<file path="src/rtl/tmr_wave_pkg.sv">
package tmr_wave_pkg;
  localparam int NUM_CH = 3;

  typedef enum logic [1:0] {
    COM_OFF = 2'b00,
    COM_TGL = 2'b01,
    COM_CLR = 2'b10,
    COM_SET = 2'b11
  } comCode_e;

  localparam logic [3:0] WGM_CTC        = 4'd4;
  localparam logic [3:0] WGM_PWM_TOPREG = 4'd14;
  localparam logic [3:0] WGM_PWM_TOPA   = 4'd15;

  typedef struct packed {
    logic              reload;
    logic [NUM_CH-1:0] doSet;
    logic [NUM_CH-1:0] doClr;
    logic [NUM_CH-1:0] doTgl;
  } waveStrb_t;
endpackage

</file>
<file path="src/rtl/tmr_wave_ctrl.sv">
module tmr_wave_ctrl
  import tmr_wave_pkg::*;
#(
  parameter int CNT_W = 16
) (
  input  logic                           tickEn,
  input  logic [3:0]                     wgMode,
  input  logic [NUM_CH-1:0][1:0]         comCodes,
  input  logic [CNT_W-1:0]               cmpFirst,
  input  logic [CNT_W-1:0]               topReg,
  input  logic                           eqTop,
  input  logic [NUM_CH-1:0]              eqCmp,
  output logic [CNT_W-1:0]               topVal,
  output waveStrb_t                      strb,
  output logic [NUM_CH-1:0]              connected
);
  logic isPwm;

  always_comb begin
    isPwm = (wgMode == WGM_PWM_TOPREG) || (wgMode == WGM_PWM_TOPA);
    case (wgMode)
      WGM_CTC, WGM_PWM_TOPA: topVal = cmpFirst;
      WGM_PWM_TOPREG:        topVal = topReg;
      default:               topVal = '1;
    endcase
  end

  assign strb.reload = tickEn && eqTop;

  for (genvar ch = 0; ch < NUM_CH; ch++) begin : g_chan
    comCode_e code;
    assign code = comCode_e'(comCodes[ch]);

    always_comb begin
      strb.doSet[ch] = 1'b0;
      strb.doClr[ch] = 1'b0;
      strb.doTgl[ch] = 1'b0;
      if (tickEn) begin
        if (!isPwm) begin
          case (code)
            COM_TGL: strb.doTgl[ch] = eqCmp[ch];
            COM_CLR: strb.doClr[ch] = eqCmp[ch];
            COM_SET: strb.doSet[ch] = eqCmp[ch];
            default: ;
          endcase
        end else begin
          case (code)
            COM_CLR: begin
              strb.doSet[ch] = eqTop;
              strb.doClr[ch] = !eqTop && eqCmp[ch];
            end
            COM_SET: begin
              strb.doClr[ch] = eqTop;
              strb.doSet[ch] = !eqTop && eqCmp[ch];
            end
            COM_TGL: strb.doTgl[ch] = (ch == 0) && eqCmp[ch];
            default: ;
          endcase
        end
      end
    end

    assign connected[ch] = (code != COM_OFF) &&
                           !(isPwm && code == COM_TGL && ch != 0);
  end
endmodule

</file>
<file path="src/rtl/tmr_wave_dp.sv">
module tmr_wave_dp
  import tmr_wave_pkg::*;
#(
  parameter int CNT_W = 16
) (
  input  logic                           clk,
  input  logic                           rstN,
  input  logic                           tickEn,
  input  logic [NUM_CH-1:0][CNT_W-1:0]   cmpVals,
  input  logic [CNT_W-1:0]               topVal,
  input  waveStrb_t                      strb,
  output logic                           eqTop,
  output logic [NUM_CH-1:0]              eqCmp,
  output logic [CNT_W-1:0]               cntVal,
  output logic [NUM_CH-1:0]              outLevel
);
  assign eqTop = (cntVal == topVal);

  always_ff @(posedge clk or negedge rstN) begin
    if (!rstN)            cntVal <= '0;
    else if (strb.reload) cntVal <= '0;
    else if (tickEn)      cntVal <= cntVal + 1'b1;
  end

  for (genvar ch = 0; ch < NUM_CH; ch++) begin : g_out
    assign eqCmp[ch] = (cntVal == cmpVals[ch]);

    always_ff @(posedge clk or negedge rstN) begin
      if (!rstN)                 outLevel[ch] <= 1'b0;
      else if (strb.doSet[ch])   outLevel[ch] <= 1'b1;
      else if (strb.doClr[ch])   outLevel[ch] <= 1'b0;
      else if (strb.doTgl[ch])   outLevel[ch] <= ~outLevel[ch];
    end
  end
endmodule

</file>
<file path="src/rtl/tmr_wave_unit.sv">
module tmr_wave_unit
  import tmr_wave_pkg::*;
#(
  parameter int CNT_W = 16
) (
  input  logic             clk,
  input  logic             rstN,
  input  logic             tickEn,
  input  logic [3:0]       wgMode,
  input  logic [1:0]       comA,
  input  logic [1:0]       comB,
  input  logic [1:0]       comC,
  input  logic [CNT_W-1:0] cmpA,
  input  logic [CNT_W-1:0] cmpB,
  input  logic [CNT_W-1:0] cmpC,
  input  logic [CNT_W-1:0] topReg,
  output logic [2:0]       pinLevel,
  output logic [2:0]       pinConnected
);
  logic [NUM_CH-1:0][1:0]       comCodes;
  logic [NUM_CH-1:0][CNT_W-1:0] cmpVals;
  logic [CNT_W-1:0]             topVal;
  logic [CNT_W-1:0]             cntVal;
  logic                         eqTop;
  logic [NUM_CH-1:0]            eqCmp;
  waveStrb_t                    strb;

  assign comCodes = {comC, comB, comA};
  assign cmpVals  = {cmpC, cmpB, cmpA};

  tmr_wave_ctrl #(.CNT_W(CNT_W)) u_ctrl (
    .tickEn   (tickEn),
    .wgMode   (wgMode),
    .comCodes (comCodes),
    .cmpFirst (cmpA),
    .topReg   (topReg),
    .eqTop    (eqTop),
    .eqCmp    (eqCmp),
    .topVal   (topVal),
    .strb     (strb),
    .connected(pinConnected)
  );

  tmr_wave_dp #(.CNT_W(CNT_W)) u_dp (
    .clk     (clk),
    .rstN    (rstN),
    .tickEn  (tickEn),
    .cmpVals (cmpVals),
    .topVal  (topVal),
    .strb    (strb),
    .eqTop   (eqTop),
    .eqCmp   (eqCmp),
    .cntVal  (cntVal),
    .outLevel(pinLevel)
  );
endmodule

</file>
<file path="config.mk">
export PLATFORM = sky130hd
export DESIGN_NAME = tmr_wave_unit
export DESIGN_NICKNAME = d
export VERILOG_FILES = /design/src/rtl/tmr_wave_pkg.sv /design/src/rtl/tmr_wave_ctrl.sv /design/src/rtl/tmr_wave_dp.sv /design/src/rtl/tmr_wave_unit.sv
export SDC_FILE = /design/constraint.sdc
export NUM_CORES = 1
export LEC_CHECK = 0
export ABC_AREA = 1
export CAP_MARGIN = 10
export CELL_PAD_IN_SITES_DETAIL_PLACEMENT = 1
export CELL_PAD_IN_SITES_GLOBAL_PLACEMENT = 1
export CORE_ASPECT_RATIO = 1.25
export CORE_MARGIN = 2
export CORE_UTILIZATION = 32
export DETAILED_ROUTE_END_ITERATION = 8
export PLACE_DENSITY_LB_ADDON = 0.1
export SLEW_MARGIN = 20
export SYNTH_ARGS = -nofsm -noshare
export SYNTH_HDL_FRONTEND = slang
export SYNTH_SLANG_ARGS = --single-unit
</file>
<file path="constraint.sdc">
create_clock -name clk -period 2.1 [get_ports clk]
set_input_delay 0.42 -clock clk [delete_from_list [all_inputs] [get_ports clk]]
set_output_delay 0.42 -clock clk [all_outputs]
set_load 0.005 [all_outputs]
</file>
# == After elaboration in Yosys (flattened, before gate mapping) ==
# Cells that the tools add are included.
# op_classes
addsub,1
eq_ne,16
muxes,44
n_bitwise,3
n_reduce_logical,20
# op_table
cell,count
$eq A16 B16 Y1,4
$mux W1,35
$mux W16,2
$pmux W16 S2,1
$add A16 B1 Y16 const B,1
$eq A2 B2 Y1 const B,6
$pmux W1 S2,6
$reduce_bool A3 Y1,3
$eq A4 B4 Y1 const B,2
$logic_and A1 B1 Y1,8
$reduce_bool A2 Y1,4
$eq A2 B1 Y1 const B,3
$eq A4 B3 Y1 const B,1
$logic_not A1 Y1,3
$not A1 Y1,3
$reduce_or A2 Y1,1
$logic_or A1 B1 Y1,1
# word_totals
regBits,19
inputBits,77
word_cells,88

# == Longest topological paths before layout ==
# depth
word_depth,11
depth_mapped,19

# == Hierarchy ==
# A second synthesis with hierarchy kept.
# unflattened
hier_cells,430
area_unflattened_um2,2618.8
# modules_own_cells
module,n_inst,cells_per_inst,area_per_inst_um2,seq_area_each_um2
tmr_wave_dp,1,293,1971.9,475.5
tmr_wave_ctrl,1,137,646.9,0.0

# == Least setup slack after synthesis ==
# No wires, ideal clock.
# synth_path
kind,input -> register
start,input wgMode[2]
end,register u_dp.outLevel[0]
setup_ns,0.117
t_arrival_ns,1.777
required_ns,1.983
path_slack_ns,0.206
cell_stages,16
cell_sequence,nand2_1 > inv_2 > nand2_2 > nand2_2 > buf_6 > buf_4 > nand4_1 > nand2_1 > nor2_1 > nand2_1 > nor2_4 > nand3_2 > clkinv_1 > nand2_1 > nand3_1 > nand2_1
# synth_via
elab_chain_cells,11
elab_cells_between_ends,18
# synth_lines
item,line_no,source
start: declaration,tmr_wave_unit.sv:9,"input logic [3:0] wgMode,"
$eq A4 B3 Y1 or $eq A4 B4 Y1 (tied branches),"tmr_wave_ctrl.sv:21, tmr_wave_ctrl.sv:20",
$reduce_or A2 Y1,tmr_wave_ctrl.sv:21,case (wgMode)
$pmux W16 S2,tmr_wave_ctrl.sv:21,
$eq A16 B16 Y1,tmr_wave_dp.sv:17,assign eqTop = (cntVal == topVal);
$logic_not A1 Y1,"tmr_wave_ctrl.sv:50, tmr_wave_ctrl.sv:54",
$logic_and A1 B1 Y1,"tmr_wave_ctrl.sv:50, tmr_wave_ctrl.sv:54",
$pmux W1 S2,tmr_wave_ctrl.sv:47,case (code)
$mux W1,tmr_wave_ctrl.sv:39,if (!isPwm) begin
$mux W1,tmr_wave_ctrl.sv:38,if (tickEn) begin
$mux W1,tmr_wave_dp.sv:31,else if (strb.doClr[ch]) outLevel[ch] <= 1'b0;
$mux W1,tmr_wave_dp.sv:30,else if (strb.doSet[ch]) outLevel[ch] <= 1'b1;
end signal: indexed assignment,tmr_wave_dp.sv:32,else if (strb.doTgl[ch]) outLevel[ch] <= ~outLevel[ch];
end: declaration,tmr_wave_dp.sv:15,output logic [NUM_CH-1:0] outLevel
# Parallel ways exist; a longest one is shown, timed or not.
# A chain may end at the register's enable or synchronous reset.

# == Worst setup path in the final report ==
# layout_path
start,input comA[1]
end,output pinConnected[0]
# layout_via
elab_chain_cells,1
# layout_lines
item,line_no,source
start: declaration,tmr_wave_unit.sv:10,"input logic [1:0] comA,"
$reduce_bool A2 Y1,tmr_wave_ctrl.sv:63,assign connected[ch] = (code != COM_OFF) &&
end: declaration,tmr_wave_unit.sv:18,output logic [2:0] pinConnected
# No other way between the ends.

==> results.toml <==
[run_status]
status = "complete, no violations"

[route]
vias = 3057
drt-total-wl_mm = 9.85
dr.pass1.iters = 4
drc_errors = 0
routed_via_density = 4.86
drtIter0Drc = 105
ant_nets = 0
wl_per_cell_um = 15.7

[cts]
holdBufCountCts = 0
numCtsBuffers = 3
cts_max_path_buffers = 2
cts.sinks = 19
h-tree-depth = 1
clk_latency_ns = 0.28
cts_tree = "built"
clkTransAtPathRegs_ns = 0.10
cts_root_buf = "clkbuf_8"

[setup_path]
slowest_delay_ns = 0.44
cp.arrival_ns = 1.60
crit_buf_inv = 2
end_kind = "output pin"
critPathRequiredTime_ns = 1.68
cp-start-kind = "input port"
worstPathCellList = "clkdlybuf4s50_1 > or2_2 > clkdlybuf4s50_1"
path_class = "input port to output pin"
cpMaxStageDelayCell = "clkdlybuf4s50_1"
worstReg2RegStart = "u_dp.cntVal[9]$_DFFE_PN0P_"
critPathTopFamily = "buffers and inverters"
rrSetupSlack_ns = 0.19
critical_path.most_common_cell = "clkdlybuf4s50_1"
worstPathMaxFanout = 3
rr_worst_depth = 9
r2r-end = "u_dp.outLevel[1]$_DFFE_PN0P_"

[yosys]
synth_top_area_cell = "nand2_1"
synth_warnings = 0
synth_async_sr_flop_share_pct = 100
ys_ff_latch = 19
synth_cells = 429
synth.most_common_cell = "nand2_1"
synth_nets = 507
yosysSeqAreaShare_pct = 18.4
synth_edf_count = 0
yosys.area.top_type_share_pct = 20.0
synthTopCellsByArea = "nand2_1, dfrtp_1, xnor2_1"
synth-main-ff-cell = "dfrtp_1"
synth_common_cells = "nand2_1, xnor2_1, inv_1, nand3_1, nor2_1"
syn_area_per_cell_um2 = 6.03
netlist-cell-type-count = 31
netlist_area_um2 = 2590

[timing]
worst_pin_slew_ns = 0.396
final_hold_viol_count = 0
fmax_mhz = 495
finalMaxSlewViolations = 0
setup-violations-final = 0
finalCriticalPeriod_ns = 2.02
period_share_pct = 96.2
grt_setup_unrepaired = "false"
relSlewSlack_pct = 73.6
layout_setup_ws_ns = 0.0808
fin_skew_ns = 0.00268

[finish]
n_antenna_cell = 0
drive_above_1_share_pct = 20.6
synthToLayoutAreaGrowth_pct = 53.1
nets = 613
regArea_um2 = 478
fillers = 1047
multi_input_area_um2 = 1950

[global_route]
grt_pass1_wl_mm = 15.6
grt_use_total_pct = 22.0
overflow = 0
grt_max_degree = 20
antenna_found_initial = 0
grt_pass1_vias = 3337

[run]
drv_cap = 0

[floorplanning]
die_y_um = 105
ios = 83
dieWidth_um = 84.4
dieArea_um2 = 8820
row_count = 36
start_util_pct = 33.0
core_area_um2 = 7840

[power]
cellPowerDensity_nw_per_um2 = 539
peakVddDrop_mv = 0.324
p_leak_nw = 1.79
power_w = 0.00213
p_sw_share_pct = 45.0
power.switching_w = 0.000959
pwr-share-seq_pct = 28.1
clock_power_share_pct = 14.5
p_int_w = 0.00117
p_comb_share_pct = 57.4

[place]
dp.final_hpwl_mm = 7.88
gp_congestion = 0.814
port-buffer-count = 82
dp_slack_ns = -0.610

[worst_hold_path]
hold_path_class = "input port to async pin"
==> per-stage QoR <==
step | TNS [ns] | cells | utilization (%) | area, um2 | hold slack, ns
floorplan | 0 | 429 | - | 2590 | 0.124
finish | 0 | 629 | 50.5 | 3960 | 0.486
global placement | -9.50 | 618 | 47.1 | 3690 | 0.559
detailed placement | -10.82 | 618 | 47.1 | 3690 | 0.572
CTS | 0 | 627 | 48.9 | 3830 | 0.504
global route | 0 | 629 | 50.5 | 3960 | 0.508
==> power by group through the flow <==
stage	registers, W	clock network (W)	logic, W
after floorplan	0.000468	0	0.000832
after global routing	0.000615	0.000323	0.00135
after CTS	0.000597	0.000309	0.00119
after detailed placement	0.000603	0	0.00116
after global placement	0.000604	0	0.00113
final	0.000600	0.000309	0.00122
==> worst register-to-register path: stages (launching register included) <==
cell	delay, ns
dfrtp_1	0.51
buf_4	0.21
xnor2_1	0.16
nand4_1	0.11
nor4_1	0.31
buf_4	0.20
nand2_1	0.07
xnor2_1	0.12
nand2_1	0.07
nand2_1	0.04
==> area by class of cell <==
| type | count | area share (%) |
|---|---|---|
| Multi-Input combinational cell | 331 | 49.1 |
| Timing Repair Buffer | 122 | 29.0 |
| Sequential cell | 19 | 12.1 |
| Inverter | 58 | 5.59 |
| Tap cell | 95 | 3.00 |
| Clock buffer | 3 | 1.04 |
| Clock inverter | 1 | 0.190 |
==> metal layers <==
layer	part of all wire, %	GRT usage [%]
met1	41	24.0
met2	56	45.0
met3	2.6	1.98
met4	0.69	4.31
met5	0	0
==> layout by cell type, fill, tap and decap left out, types with 2 or more instances in the layout <==
cell type          n
nand3_4            3
dfrtp_2            2
xor2_1             8
clkdlybuf4s50_1   76
nor2_2             6
nand3_1           40
nand2_2           16
or2_2              3
nand2_4            3
xnor2_1           45
buf_4             36
nor3_1             3
dlygate4sd2_1      2
nor2_1            28
dfrtp_1           17
nand4_1           25
nand3b_1           3
nor4_1             3
o21ai_0            6
clkbuf_8           3
nand2_8            3
inv_1             41
inv_2             14
buf_12             2
o2111ai_1          2
nand2_1          121
clkbuf_2           3
nor2_4             6
==> registers in the layout (all words and copies together), names as in the netlist <==
name,flops
u_dp.cntVal,16
u_dp.outLevel,3
==> worst max path at each step <==
stage / cells past startpoint / start / slack [ns] / to
3_5_place_dp: 16 / wgMode[1] / -0.61 / u_dp.outLevel[1]$_DFFE_PN0P_
4_1_cts: 18 / wgMode[0] / 0.003 / u_dp.outLevel[1]$_DFFE_PN0P_
3_3_place_gp: 16 / wgMode[1] / -0.55 / u_dp.outLevel[1]$_DFFE_PN0P_
2_1_floorplan: 16 / wgMode[2] / 0.21 / u_dp.outLevel[0]$_DFFE_PN0P_
6_report: 3 / comA[1] / 0.08 / pinConnected[0]
5_1_grt: 12 / u_dp.cntVal[0]$_DFFE_PN0P_ / 0.002 / u_dp.cntVal[15]$_DFFE_PN0P_
==> cells by family (layout without fill, tap and decap cells) <==
| logic type | Yosys count | in the layout | share of synthesized area [%] |
|---|---|---|---|
| adder cells (fa/ha/maj) | 1 | 1 | 0.484 |
| buffers and inverters | 81 | 184 | 13.2 |
| flip-flops | 19 | 19 | 18.4 |
| XOR/XNOR | 53 | 53 | 17.9 |
| AO/OA/AOI/OAI | 10 | 10 | 2.32 |
| AND/OR/NAND/NOR | 265 | 267 | 47.7 |
==> repair_timing <==
item                                    4_1_cts  5_1_grt
setup buffers                                 4        0
endpoints found under the setup margin       21       19
gates cloned                                  1        2
pin swaps                                    15       20
resized for setup                            20       39
Power figures use the tool's default switching activity.
